[config.mk]
export PLATFORM = sky130hd
export DESIGN_NAME = fsync_loss_monitor
export DESIGN_NICKNAME = d
export VERILOG_FILES = /design/src/rtl/fslm_pkg.sv /design/src/rtl/fslm_phase_tracker.sv /design/src/rtl/fslm_lock_ctrl.sv /design/src/rtl/fsync_loss_monitor.sv
export SDC_FILE = /design/constraint.sdc
export NUM_CORES = 1
export LEC_CHECK = 0
export BUFFER_PORTS_ARGS = -buffer_cell sky130_fd_sc_hd__buf_2
export CAP_MARGIN = 20
export CORE_UTILIZATION = 52
export DETAILED_ROUTE_END_ITERATION = 16
export PLACE_DENSITY_LB_ADDON = 0.2
export SYNTH_ARGS = -nofsm -noshare
export SYNTH_HDL_FRONTEND = slang
export SYNTH_HIERARCHICAL = 1
export SYNTH_SLANG_ARGS = --single-unit
export TNS_END_PERCENT = 20
[constraint.sdc]
create_clock -name clk -period 2.4 [get_ports clk]
set_input_delay 0.12 -clock clk [delete_from_list [all_inputs] [get_ports clk]]
set_output_delay 0.12 -clock clk [all_outputs]
set_load 0.005 [all_outputs]
[src/rtl/fslm_pkg.sv]
package fslm_pkg;

    typedef enum logic [1:0] {
        LK_UNALIGNED,
        LK_HOLDOFF,
        LK_LOCKED
    } lock_state_e;

    // Classification of the current cycle's frame sync activity
    typedef struct packed {
        logic first;   // first edge after reset, sets the reference
        logic good;    // edge inside the tolerance window
        logic bad;     // edge outside the tolerance window
        logic miss;    // window passed with no edge
    } fs_event_t;

    // Distance of a phase sample from zero on a circular scale of span units
    function automatic int unsigned phase_offset(int unsigned p, int unsigned span);
        return (p < span / 2) ? p : span - p;
    endfunction

endpackage

[src/rtl/fslm_phase_tracker.sv]
module fslm_phase_tracker
    import fslm_pkg::*;
#(
    parameter int unsigned FRAME_HALVES = 128,
    parameter int unsigned TOL_HALVES   = 3
) (
    input  logic      clk,
    input  logic      rst,
    input  logic      half_en,
    input  logic      fsync,
    output fs_event_t ev
);
    localparam int unsigned PW = $clog2(FRAME_HALVES);
    localparam logic [PW-1:0] LAST  = PW'(FRAME_HALVES - 1);
    localparam logic [PW-1:0] MID   = PW'(FRAME_HALVES / 2);
    localparam logic [PW-1:0] PROBE = PW'(TOL_HALVES + 1);

    logic [PW-1:0] phase_q, phase_d;
    logic          fs_q, aligned_q, hit_q;
    logic          edge_seen, off_lim, realign;

    always_comb begin
        edge_seen = fsync & ~fs_q;
        off_lim   = phase_offset(32'(phase_q), FRAME_HALVES) > TOL_HALVES;
        ev.first  = edge_seen & ~aligned_q;
        ev.good   = edge_seen & aligned_q & ~off_lim;
        ev.bad    = edge_seen & aligned_q & off_lim;
        ev.miss   = aligned_q & ~edge_seen & ~hit_q & (phase_q == PROBE);
        realign   = ev.first | ev.bad;
        // a realigning edge counts as phase zero, so the next tick reads one
        if (realign)
            phase_d = half_en ? PW'(1) : '0;
        else if (half_en)
            phase_d = (phase_q == LAST) ? '0 : phase_q + PW'(1);
        else
            phase_d = phase_q;
    end

    always_ff @(posedge clk) begin
        if (rst) begin
            phase_q   <= '0;
            fs_q      <= 1'b0;
            aligned_q <= 1'b0;
            hit_q     <= 1'b0;
        end else begin
            phase_q <= phase_d;
            fs_q    <= fsync;
            if (edge_seen)
                aligned_q <= 1'b1;
            if (edge_seen || ev.miss)
                hit_q <= 1'b1;
            else if (phase_q == MID)
                hit_q <= 1'b0;
        end
    end


    miss_once_chk: assert property (@(posedge clk) disable iff (rst)
        ev.miss |=> !ev.miss);


    realign_chk: assert property (@(posedge clk) disable iff (rst)
        ev.bad |=> (phase_q <= PW'(1)));


    event_excl_chk: assert property (@(posedge clk) disable iff (rst)
        $onehot0({ev.first, ev.good, ev.bad, ev.miss}));

endmodule

[src/rtl/fslm_lock_ctrl.sv]
module fslm_lock_ctrl
    import fslm_pkg::*;
#(
    parameter int unsigned HOLD_FRAMES = 32
) (
    input  logic      clk,
    input  logic      rst,
    input  fs_event_t ev,
    output logic      lost,
    output logic      done
);
    localparam int unsigned CW = $clog2(HOLD_FRAMES + 1);
    localparam logic [CW-1:0] HOLD_LAST = CW'(HOLD_FRAMES - 1);
    localparam logic [CW-1:0] HOLD_FULL = CW'(HOLD_FRAMES);

    lock_state_e   st_q;
    logic [CW-1:0] cnt_q;

    always_ff @(posedge clk) begin
        if (rst) begin
            st_q  <= LK_UNALIGNED;
            cnt_q <= '0;
            done  <= 1'b0;
        end else begin
            done <= 1'b0;
            case (st_q)
                LK_UNALIGNED: begin
                    if (ev.first) begin
                        st_q  <= LK_HOLDOFF;
                        cnt_q <= '0;
                    end
                end
                LK_HOLDOFF: begin
                    if (ev.bad || ev.miss) begin
                        cnt_q <= '0;
                    end else if (ev.good) begin
                        if (cnt_q == HOLD_LAST) begin
                            st_q  <= LK_LOCKED;
                            cnt_q <= HOLD_FULL;
                            done  <= 1'b1;
                        end else begin
                            cnt_q <= cnt_q + CW'(1);
                        end
                    end
                end
                LK_LOCKED: begin
                    if (ev.bad || ev.miss) begin
                        st_q  <= LK_HOLDOFF;
                        cnt_q <= '0;
                    end
                end
                default: begin
                    st_q  <= LK_UNALIGNED;
                    cnt_q <= '0;
                end
            endcase
        end
    end

    assign lost = (st_q != LK_LOCKED);


    reset_state_chk: assert property (@(posedge clk)
        rst |=> (lost && !done));


    done_pulse_chk: assert property (@(posedge clk) disable iff (rst)
        done |=> !done);


    release_chk: assert property (@(posedge clk) disable iff (rst)
        $fell(lost) |-> done);


    loss_entry_chk: assert property (@(posedge clk) disable iff (rst)
        (ev.bad || ev.miss) |=> lost);


    lock_hold_chk: assert property (@(posedge clk) disable iff (rst)
        (!lost && !ev.bad && !ev.miss) |=> !lost);

endmodule

[src/rtl/fsync_loss_monitor.sv]
module fsync_loss_monitor
    import fslm_pkg::*;
#(
    parameter int unsigned BITS_PER_FRAME = 64,
    parameter int unsigned TOL_HALVES     = 3,
    parameter int unsigned HOLD_FRAMES    = 32
) (
    input  logic clk,
    input  logic rst,
    input  logic half_en,
    input  logic fsync,
    output logic sync_lost,
    output logic dout_oe,
    output logic dac_midscale,
    output logic resync_done
);
    localparam int unsigned FRAME_HALVES = 2 * BITS_PER_FRAME;

    fs_event_t ev;
    logic      lost;

    fslm_phase_tracker #(
        .FRAME_HALVES (FRAME_HALVES),
        .TOL_HALVES   (TOL_HALVES)
    ) u_track (
        .clk     (clk),
        .rst     (rst),
        .half_en (half_en),
        .fsync   (fsync),
        .ev      (ev)
    );

    fslm_lock_ctrl #(
        .HOLD_FRAMES (HOLD_FRAMES)
    ) u_lock (
        .clk  (clk),
        .rst  (rst),
        .ev   (ev),
        .lost (lost),
        .done (resync_done)
    );

    assign sync_lost    = lost;
    assign dout_oe      = ~lost;
    assign dac_midscale = lost;


    force_pair_chk: assert property (@(posedge clk) disable iff (rst)
        $rose(sync_lost) |-> (!dout_oe && dac_midscale));

endmodule

==> results_tabular.tex, run 1 <==
\begin{tabular}{lr}
\hline
Metric & Value \\
\hline
\multicolumn{2}{l}{\textbf{Pwr}} \\
\quad Sw Share & 26.9\% \\
\quad Fraction of power consumed by the clock network & 28.3\% \\
\quad VDD IR-drop max & between 0.3 and 0.4 mV \\
\quad Power Total & approximately 0.00059 W \\
\quad Design internal power & 0.000433 W \\
\quad Power density over the cells & between 400 and 500 nW/um\^{}2 \\
\quad Leak Pwr & 0.564 nW \\
\quad Flop pwr share & a little under three fifths \\
\quad Combinational power share & about 16\% \\
\quad Power spent charging and discharging nets & between 0.00015 and 0.0002 W \\
\multicolumn{2}{l}{\textbf{Timing}} \\
\quad Final slew viol count & 0 \\
\quad Unrepaired setup endpoints after global routing & true \\
\quad F\_max & between 300 and 400 MHz \\
\quad Final critical path time including I/O delays and setup & about 2.5 ns \\
\quad Final worst setup slack & -0.104 ns \\
\quad Final count of hold timing violations & 0 \\
\quad Count of final setup violators & 5 \\
\quad Total Neg Setup Slack & -0.200 ns \\
\quad Setup skew after layout & between 0.002 and 0.003 ns \\
\quad Remaining max-slew budget at the tightest pin & 75.4\% \\
\quad Slew @ Worst Pin & about 0.36 ns \\
\quad Final period util & 104\% \\
\multicolumn{2}{l}{\textbf{Setup path}} \\
\quad Worst Path Arrival & $\sim$2.8 ns \\
\quad Worst reg2reg path startpoint & u\_track/phase\_q[6] \\
\quad Startpoint types & flip-flop \\
\quad Data required, critical path & 2.65 ns \\
\quad Register-to-register path setup slack & -0.10 ns \\
\quad Endpoint type of the worst setup path & flip-flop \\
\quad Top fanout value on the critical path & 6 \\
\quad Crit path largest cell delay & roughly 0.5 ns \\
\quad Crit Reg-Reg Endpoint & u\_lock/cnt\_q[1] \\
\quad Worst-case reg-to-reg path depth & 8 \\
\quad Crit path cell chain & or2\_1 > a2111oi\_4 > or3\_4 > a21oi\_4 > or4b\_4 > or2\_4 > or3b\_1 > a21oi\_2 \\
\quad Crit-path slowest cell & sky130\_fd\_sc\_hd\_\_or4b\_4 \\
\quad Crit Path Class & flip-flop to flip-flop \\
\multicolumn{2}{l}{\textbf{Die}} \\
\quad Initial cell density of the core & 56.6\% \\
\quad Number of top-level pins & 8 \\
\quad Placement row count & 16 \\
\quad Die X & roughly 49 um \\
\quad Vert. Die Dim & approximately 49 um \\
\quad Die Footprint & 2370 sq um \\
\quad Area of the core & about 2000 sq um \\
\multicolumn{2}{l}{\textbf{Placed design}} \\
\quad Sum of net half-perimeters after detailed placement & $\sim$1800 um \\
\quad Global placer's final weighted congestion & around 0.84 \\
\quad Total of buffers placed on input and output ports & 7 \\
\multicolumn{2}{l}{\textbf{Clock tree}} \\
\quad Root Driver & sky130\_fd\_sc\_hd\_\_clkbuf\_4 \\
\quad CTS clk-pin slew, worst paths & approximately 0.11 ns \\
\quad Clock tree from TritonCTS & done \\
\quad CTS sink cnt & 19 \\
\quad Maximum buffer depth of the clock tree & 2 \\
\quad Clk\_lat worst skew & 0.30 ns \\
\quad Clock buffer count from CTS & 3 \\
\quad CTS H-tree lvls & 1 \\
\multicolumn{2}{l}{\textbf{Synthesis}} \\
\quad Share of the yosys chip area belonging to registers & between 30\% and 40\% \\
\quad Syn Inst Count & 131 \\
\quad Most area-hungry cell type in the Yosys netlist & sky130\_fd\_sc\_hd\_\_dfxtp\_1 \\
\quad Async set-or-reset flop fraction in the synthesized netlist & 0\% \\
\quad Flip-flop and latch count after synthesis & 19 \\
\quad Post-Synth XOR/XNOR Area & 3.86\% \\
\quad Distinct cell type count of the synthesized netlist & between 40 and 50 \\
\quad Per-instance average area after synthesis & $\sim$8.7 sq um \\
\quad Share of the synthesized area in compound gates (AO/OA/AOI/OAI) & roughly a fifth \\
\quad Adder-Cell Fraction of Synth Area & roughly 3.3\% \\
\quad Combined area of all synthesized cells & $\sim$1100 sq um \\
\quad Fraction of the mapped netlist area in simple logic gates & a little under a third \\
\quad Leading register cell type out of synthesis & sky130\_fd\_sc\_hd\_\_dfxtp\_1 \\
\quad Cell types occupying the most area after synthesis & sky130\_fd\_sc\_hd\_\_dfxtp\_1, sky130\_fd\_sc\_hd\_\_nor2\_1, sky130\_fd\_sc\_hd\_\_nor3\_1, sky130\_fd\_sc\_hd\_\_nor4b\_1, sky130\_fd\_sc\_hd\_\_ha\_1 \\
\quad Synth Net Count & between 100 and 150 \\
\quad Yosys top cell area share & roughly a third \\
\quad YS warnings & 6 \\
\quad Multiplexer fraction of the synthesized cell area & less than 1\% \\
\quad Count of flip-flops with a built-in enable after synthesis & 0 \\
\quad Main combinational cell family by area after synthesis & simple AND/OR/NAND/NOR gates \\
\multicolumn{2}{l}{\textbf{Route}} \\
\quad WL met1 & about 1200 um \\
\quad Number of detailed-route iterations in the first pass & 4 \\
\quad Met3 routed wirelength & $\sim$170 um \\
\quad Final routed wire length divided by cell count & 13.2 um \\
\quad Vias per std cell & slightly below 6 \\
\quad Number of remaining DRC errors & 0 \\
\quad Routed via count & 1,092 \\
\quad Number of DRC markers in iteration 0 & 29 \\
\quad Met2 wire length & a little over 1000 um \\
\quad Final routed wirelength across all metal layers & 2430 um \\
\quad Number of nets still failing antenna checks after routing & 0 \\
\quad DR top layer & met4 \\
\multicolumn{2}{l}{\textbf{Global route}} \\
\quad Grt ovf & 0 \\
\quad Pin count of the biggest net entering global routing & 12 \\
\quad Antenna violations before repair & 0 \\
\quad Wire length of the first global-routing pass & $\sim$4200 um \\
\quad Number of global-route vias before repair & approximately 950 \\
\quad Total GRT Usage & a little under a quarter \\
\multicolumn{2}{l}{\textbf{Hold path}} \\
\quad Worst Hold Path EP & u\_track/fs\_q \\
\quad Cell depth of the worst min-delay path & 2 \\
\quad Launch instance of the worst min-delay path & fsync \\
\quad Type of the tightest min-delay check & primary input to flip-flop \\
\multicolumn{2}{l}{\textbf{Final layout}} \\
\quad Area delta synth->final & 23.3\% \\
\quad Fill cell instance count of the final layout & $\sim$150 \\
\quad Diode count & 0 \\
\quad Ratio of cells with drive above 1 in the final layout & between 30\% and 40\% \\
\quad NumNets Final & 165 \\
\multicolumn{2}{l}{\textbf{Run}} \\
\quad Max\_cap viols & 0 \\
\multicolumn{2}{l}{\textbf{Run status}} \\
\quad Violations in the final reports & negative setup slack \\
\quad Outcome & finished, violations left \\
\hline
\end{tabular}
## layout by cell type (no fill, tap or decap), drive strengths merged, types with 2 or more instances in the layout
cell and instances:
nand2 7, a21oi 6, nor3b 2, dfxtp 19, o31ai 2, nor4b 5
nand2b 4, nor2b 3, ha 3, inv 7, nor3 9, xnor2 3
nand3 4, nor2 13, and3 4, a41oi 2, xor2 2, o21ai 7
a31o 3, buf 27, nand4 3, clkbuf 4, or2 2
## worst max-delay path by stage
stage | startpoint | endpoint | slack, ns | cells past startpoint
6_report | u_track/phase_q[6] | u_lock/cnt_q[1] | -0.10 | 8
5_1_grt | u_track/phase_q[6] | u_lock/cnt_q[1] | -0.21 | 8
4_1_cts | u_track/phase_q[6] | u_lock/cnt_q[1] | -0.10 | 8
3_5_place_dp | u_track/phase_q[1] | u_lock/cnt_q[1] | -0.20 | 10
3_3_place_gp | u_track/phase_q[1] | u_lock/cnt_q[1] | -0.15 | 10
2_1_floorplan | u_track/phase_q[1] | u_lock/cnt_q[1] | -0.26 | 11
## per-layer routing
layer	vias up	track usage, %
met5	-	0
met4	0	5.88
met3	6	4.72
met2	36	34.5
met1	515	32.2
li1	535	-
## registers in the layout (all words and copies together) (netlist names)
name,count
u_lock/cnt_q,6
u_lock/done,1
u_lock/st_q,2
u_track/aligned_q,1
u_track/fs_q,1
u_track/hit_q,1
u_track/phase_q,7
## stage by stage
step | cell area [sq um] | hold slack, ns | util, % | cells | worst slack (ns)
after global placement | 1320 | 0.362 | 66.1 | 178 | -0.147
after floorplan | 1160 | 0.182 | - | 131 | -0.264
final | 1400 | 0.0455 | 69.8 | 184 | -0.104
after CTS | 1370 | 0.0412 | 68.6 | 184 | -0.101
after detailed placement | 1320 | 0.365 | 66.1 | 178 | -0.201
after global routing | 1400 | 0.0511 | 69.8 | 184 | -0.209
## logic make-up (layout without fill, tap and decap cells)
logic type,after synthesis,in the layout
AND/OR/NAND/NOR,62,62
AO/OA/AOI/OAI,29,29
flip-flops,19,19
buffers and inverters,12,38
XOR/XNOR,5,5
adder cells (fa/ha/maj),3,3
multiplexers,1,1
## timing repair
| action | 4_1_cts | 5_1_grt |
|---|---|---|
| gates cloned | 0 | 0 |
| setup endpoints to repair | 5 | 7 |
| pin swaps | 6 | 1 |
| buffers inserted | 2 | 0 |
| resized for setup | 5 | 4 |
| hold buffers | 0 | 0 |
## synthesized netlist by cell type, types with 2 or more instances
| cell type | instances |
|---|---|
| sky130_fd_sc_hd__nor3_1 | 9 |
| sky130_fd_sc_hd__inv_1 | 7 |
| sky130_fd_sc_hd__o31ai_1 | 2 |
| sky130_fd_sc_hd__nand4_1 | 3 |
| sky130_fd_sc_hd__a31o_1 | 3 |
| sky130_fd_sc_hd__nand2b_1 | 4 |
| sky130_fd_sc_hd__nor2b_1 | 3 |
| sky130_fd_sc_hd__nor2_1 | 13 |
| sky130_fd_sc_hd__or2_1 | 2 |
| sky130_fd_sc_hd__ha_1 | 3 |
| sky130_fd_sc_hd__nand2_1 | 7 |
| sky130_fd_sc_hd__nor4b_1 | 5 |
| sky130_fd_sc_hd__o21ai_0 | 7 |
| sky130_fd_sc_hd__nand3_1 | 4 |
| sky130_fd_sc_hd__and3_1 | 4 |
| sky130_fd_sc_hd__buf_6 | 3 |
| sky130_fd_sc_hd__xor2_1 | 2 |
| sky130_fd_sc_hd__dfxtp_1 | 19 |
| sky130_fd_sc_hd__a21oi_1 | 5 |
| sky130_fd_sc_hd__nor3b_1 | 2 |
| sky130_fd_sc_hd__xnor2_1 | 3 |
## worst max-delay path: cells and delay by family, from the launching register on
family	cells	cell delay, ns
AOI/OAI and AO/OA	3	0.51
and+or+nand+nor	5	1.59
DFF	1	0.34
## final cells by class
| class | count | area, sq um | share of cell area (%) |
|---|---|---|---|
| well taps | 27 | 33.8 | 2.42 |
| multi-input cells | 100 | 741 | 53.0 |
| inverters | 7 | 26.3 | 1.88 |
| flip-flops and latches | 19 | 385 | 27.6 |
| repair buffers | 27 | 185 | 13.2 |
| clock buffers | 4 | 26.3 | 1.88 |
## power by group through the flow
stage / Sequential, W / Clock (W) / Combinational, W
after floorplan: 0.000340 / 0 / 0.0000528
after global placement: 0.000339 / 0 / 0.0000847
after detailed placement: 0.000340 / 0 / 0.0000882
after CTS: 0.000333 / 0.000172 / 0.0000892
after global routing: 0.000335 / 0.000183 / 0.000102
final: 0.000333 / 0.000168 / 0.0000918
No activity file was read; power rests on OpenSTA's default activity.
==> run 2: changes to the inputs <==
- CORE_UTILIZATION: 52 -> 55
- GPL_TIMING_DRIVEN: default -> 0
- clock period: 2.4 -> 3.2 ns (I/O delays scaled with it)
==> run 2 against run 1 <==
  * The flow now finishes without violations
  * Cell count fell by 8.2%
  * Worst hold slack improved by 0.056 ns
  * First-iteration DRC count rose by 14%
  * Die area fell by 5.2%
  * Clock skew rose by 0.0020 ns
  * Non-clock buffer count fell by 15
  * Sequential share of layout area rose by 3.4 points
  * Critical endpoint is now u_lock/cnt_q[3]
  * Largest cell class unchanged
  * Largest power group unchanged
==> results_tabular.tex, run 2 (synthesis results as in run 1) <==
\begin{tabular}{lr}
\hline
Metric & Value \\
\hline
\multicolumn{2}{l}{\textbf{Setup path}} \\
\quad Crit-path slowest cell & sky130\_fd\_sc\_hd\_\_or4b\_4 \\
\quad Crit path cell chain & inv\_1 > ha\_1 > nand3\_1 > a2111oi\_2 > or3\_4 > a21oi\_1 > or4b\_4 > or2\_1 > buf\_6 > nor4b\_1 > a31o\_1 \\
\quad Crit path to & u\_lock/cnt\_q[3] \\
\quad Worst Path Arrival & $\sim$3.2 ns \\
\quad Worst reg2reg path startpoint & u\_track/phase\_q[0] \\
\quad Worst setup path startpoint & u\_track/phase\_q[0] \\
\quad Data required, critical path & 3.45 ns \\
\quad Endpoint type of the worst setup path & flip-flop \\
\quad Crit Path Class & flip-flop to flip-flop \\
\quad Crit path largest cell delay & between 0.5 and 0.6 ns \\
\quad Startpoint types & flip-flop \\
\quad Top fanout value on the critical path & 7 \\
\quad Register-to-register path setup slack & approximately 0.27 ns \\
\quad Crit Reg-Reg Endpoint & u\_lock/cnt\_q[3] \\
\quad Worst-case reg-to-reg path depth & 11 \\
\multicolumn{2}{l}{\textbf{Route}} \\
\quad Routed via count & between 900 and 1,000 \\
\quad Number of remaining DRC errors & 0 \\
\quad Number of DRC markers in iteration 0 & 33 \\
\quad Number of nets still failing antenna checks after routing & 0 \\
\quad Vias per std cell & 5.88 \\
\quad Final routed wire length divided by cell count & 13.2 um \\
\quad Number of detailed-route iterations in the first pass & 4 \\
\quad Final routed wirelength across all metal layers & around 2200 um \\
\multicolumn{2}{l}{\textbf{Die}} \\
\quad Placement row count & 16 \\
\quad Initial cell density of the core & 58.4\% \\
\quad Area of the core & 1940 sq um \\
\quad Die X & $\sim$47 um \\
\quad Die Footprint & approximately 2200 sq um \\
\quad Vert. Die Dim & about 47 um \\
\quad Number of top-level pins & 8 \\
\multicolumn{2}{l}{\textbf{Clock tree}} \\
\quad Root Driver & sky130\_fd\_sc\_hd\_\_clkbuf\_4 \\
\quad Clk\_lat worst skew & around 0.30 ns \\
\quad Clock tree from TritonCTS & done \\
\quad Clock buffer count from CTS & 3 \\
\quad CTS clk-pin slew, worst paths & 0.11 ns \\
\quad CTS Hold Bufs & 0 \\
\quad CTS resizes & 0 \\
\quad CTS H-tree lvls & 1 \\
\quad Post-CTS setup repair buffer count & 0 \\
\quad Maximum buffer depth of the clock tree & 2 \\
\quad CTS sink cnt & 19 \\
\multicolumn{2}{l}{\textbf{Global route}} \\
\quad Pin count of the biggest net entering global routing & 12 \\
\quad Total GRT Usage & 22.4\% \\
\quad Grt ovf & 0 \\
\quad Antenna violations before repair & 0 \\
\quad Wire length of the first global-routing pass & 3430 um \\
\quad Number of global-route vias before repair & between 700 and 800 \\
\multicolumn{2}{l}{\textbf{Run}} \\
\quad Max\_cap viols & 0 \\
\multicolumn{2}{l}{\textbf{Final layout}} \\
\quad Most common cell after layout, fill and taps aside & sky130\_fd\_sc\_hd\_\_dfxtp\_1 \\
\quad Ratio of cells with drive above 1 in the final layout & between 10\% and 20\% \\
\quad NumNets Final & 150 \\
\quad Fill cell instance count of the final layout & 180 \\
\quad Regs by FF count & u\_track/phase\_q x7, u\_lock/cnt\_q x6, u\_lock/st\_q x2 \\
\quad Area delta synth->final & 8.39\% \\
\quad Diode count & 0 \\
\quad Top reg by flops & u\_track/phase\_q \\
\quad Leading cell types in the layout, fill and taps excluded & sky130\_fd\_sc\_hd\_\_dfxtp\_1, sky130\_fd\_sc\_hd\_\_nor2\_1, sky130\_fd\_sc\_hd\_\_nor3\_1 \\
\quad Largest register FFs & 7 \\
\multicolumn{2}{l}{\textbf{Timing}} \\
\quad Unrepaired setup endpoints after global routing & false \\
\quad Final slew viol count & 0 \\
\quad F\_max & approximately 340 MHz \\
\quad Final count of hold timing violations & 0 \\
\quad Total Neg Setup Slack & 0 ns \\
\quad Remaining max-slew budget at the tightest pin & approximately 56\% \\
\quad Final critical path time including I/O delays and setup & about 2.9 ns \\
\quad Count of final setup violators & 0 \\
\quad Setup skew after layout & 0.00472 ns \\
\quad Final period util & between 90\% and 100\% \\
\quad Slew @ Worst Pin & around 0.66 ns \\
\multicolumn{2}{l}{\textbf{Placed design}} \\
\quad Global placer's final weighted congestion & between 0.8 and 0.9 \\
\quad Total of buffers placed on input and output ports & 7 \\
\quad Sum of net half-perimeters after detailed placement & approximately 1600 um \\
\multicolumn{2}{l}{\textbf{Pwr}} \\
\quad Power density over the cells & 344 nW/um\^{}2 \\
\quad VDD IR-drop max & 0.261 mV \\
\quad Power Total & roughly 0.00042 W \\
\quad Leak Pwr & between 0.4 and 0.5 nW \\
\multicolumn{2}{l}{\textbf{Run status}} \\
\quad Outcome & completed \\
\multicolumn{2}{l}{\textbf{Hold path}} \\
\quad Type of the tightest min-delay check & primary input to flip-flop \\
\hline
\end{tabular}
-- run 2: cell count changes in the layout (fill, tap and decap cells not counted), moves of 2 or more --
cell                      delta
sky130_fd_sc_hd__buf_4      -19
sky130_fd_sc_hd__dfxtp_1     +4
sky130_fd_sc_hd__dfxtp_2     -4
sky130_fd_sc_hd__buf_6       +3
sky130_fd_sc_hd__a21oi_1     +2
sky130_fd_sc_hd__inv_1       +2
sky130_fd_sc_hd__inv_2       -2
sky130_fd_sc_hd__nor3_1      +2
sky130_fd_sc_hd__nor3_2      -2
-- run 2: report_power, final --
group / leakage [nW] / switching (W) / internal [W]
Combinational: 0.311 / 0.0000278 / 0.0000215
Sequential: 0.154 / 0.00000819 / 0.000243
Clock: 0.0150 / 0.0000738 / 0.0000485
Total: 0.480 / 0.000110 / 0.000313
-- run 2: routing by layer --
| metal | GRT usage [%] | share of wire [%] | wire [um] | vias up |
|---|---|---|---|---|
| met4 | 14.9 | 1.0 | 23 | 0 |
| met5 | 0 | 0 | 0 | - |
| met2 | 29.9 | 45 | 1010 | 28 |
| met3 | 5.00 | 5.2 | 117 | 2 |
| li1 | - | - | - | 500 |
| met1 | 31.7 | 48 | 1080 | 464 |
-- run 2: worst min path at each step --
stage / startpoint / endpoint / slack [ns] / depth (start not counted)
after global routing: fsync / u_track/fs_q / 0.1 / 2
after global placement: fsync / u_track/fs_q / 0.40 / 2
after detailed placement: fsync / u_track/fs_q / 0.42 / 2
after floorplan: rst / u_lock/cnt_q[1] / 0.22 / 1
after CTS: fsync / u_track/fs_q / 0.1 / 2
final: fsync / u_track/fs_q / 0.10 / 2
-- run 2: per-stage QoR --
stage / setup WS [ns] / instance area (sq um) / hold slack (ns) / instances / utilization [%]
after CTS: 0.282 / 1230 / 0.0963 / 169 / 63.3
after floorplan: 0.527 / 1130 / 0.222 / 131 / -
after global routing: 0.0754 / 1230 / 0.0968 / 169 / 63.3
after global placement: 0.398 / 1200 / 0.401 / 165 / 61.9
final: 0.270 / 1230 / 0.101 / 169 / 63.3
after detailed placement: 0.321 / 1200 / 0.417 / 165 / 61.9
-- run 2: cell type report --
cell class / instances / area [sq um] / area share, %
timing repair buffer: 7 / 35.0 / 2.85
tap: 27 / 33.8 / 2.75
sequential: 19 / 380 / 31.0
clock buffer: 4 / 26.3 / 2.14
buffer: 5 / 46.3 / 3.77
inverter: 7 / 26.3 / 2.14
multi-input combinational: 100 / 681 / 55.4
-- run 2: worst max-delay path: cells and delay by family, from the launching register on --
family / cells / cell delay, ns
simple gates: 5 / 1.49
compound gates: 3 / 0.58
flops: 1 / 0.39
buf+inv: 2 / 0.21
fa+ha+maj: 1 / 0.19
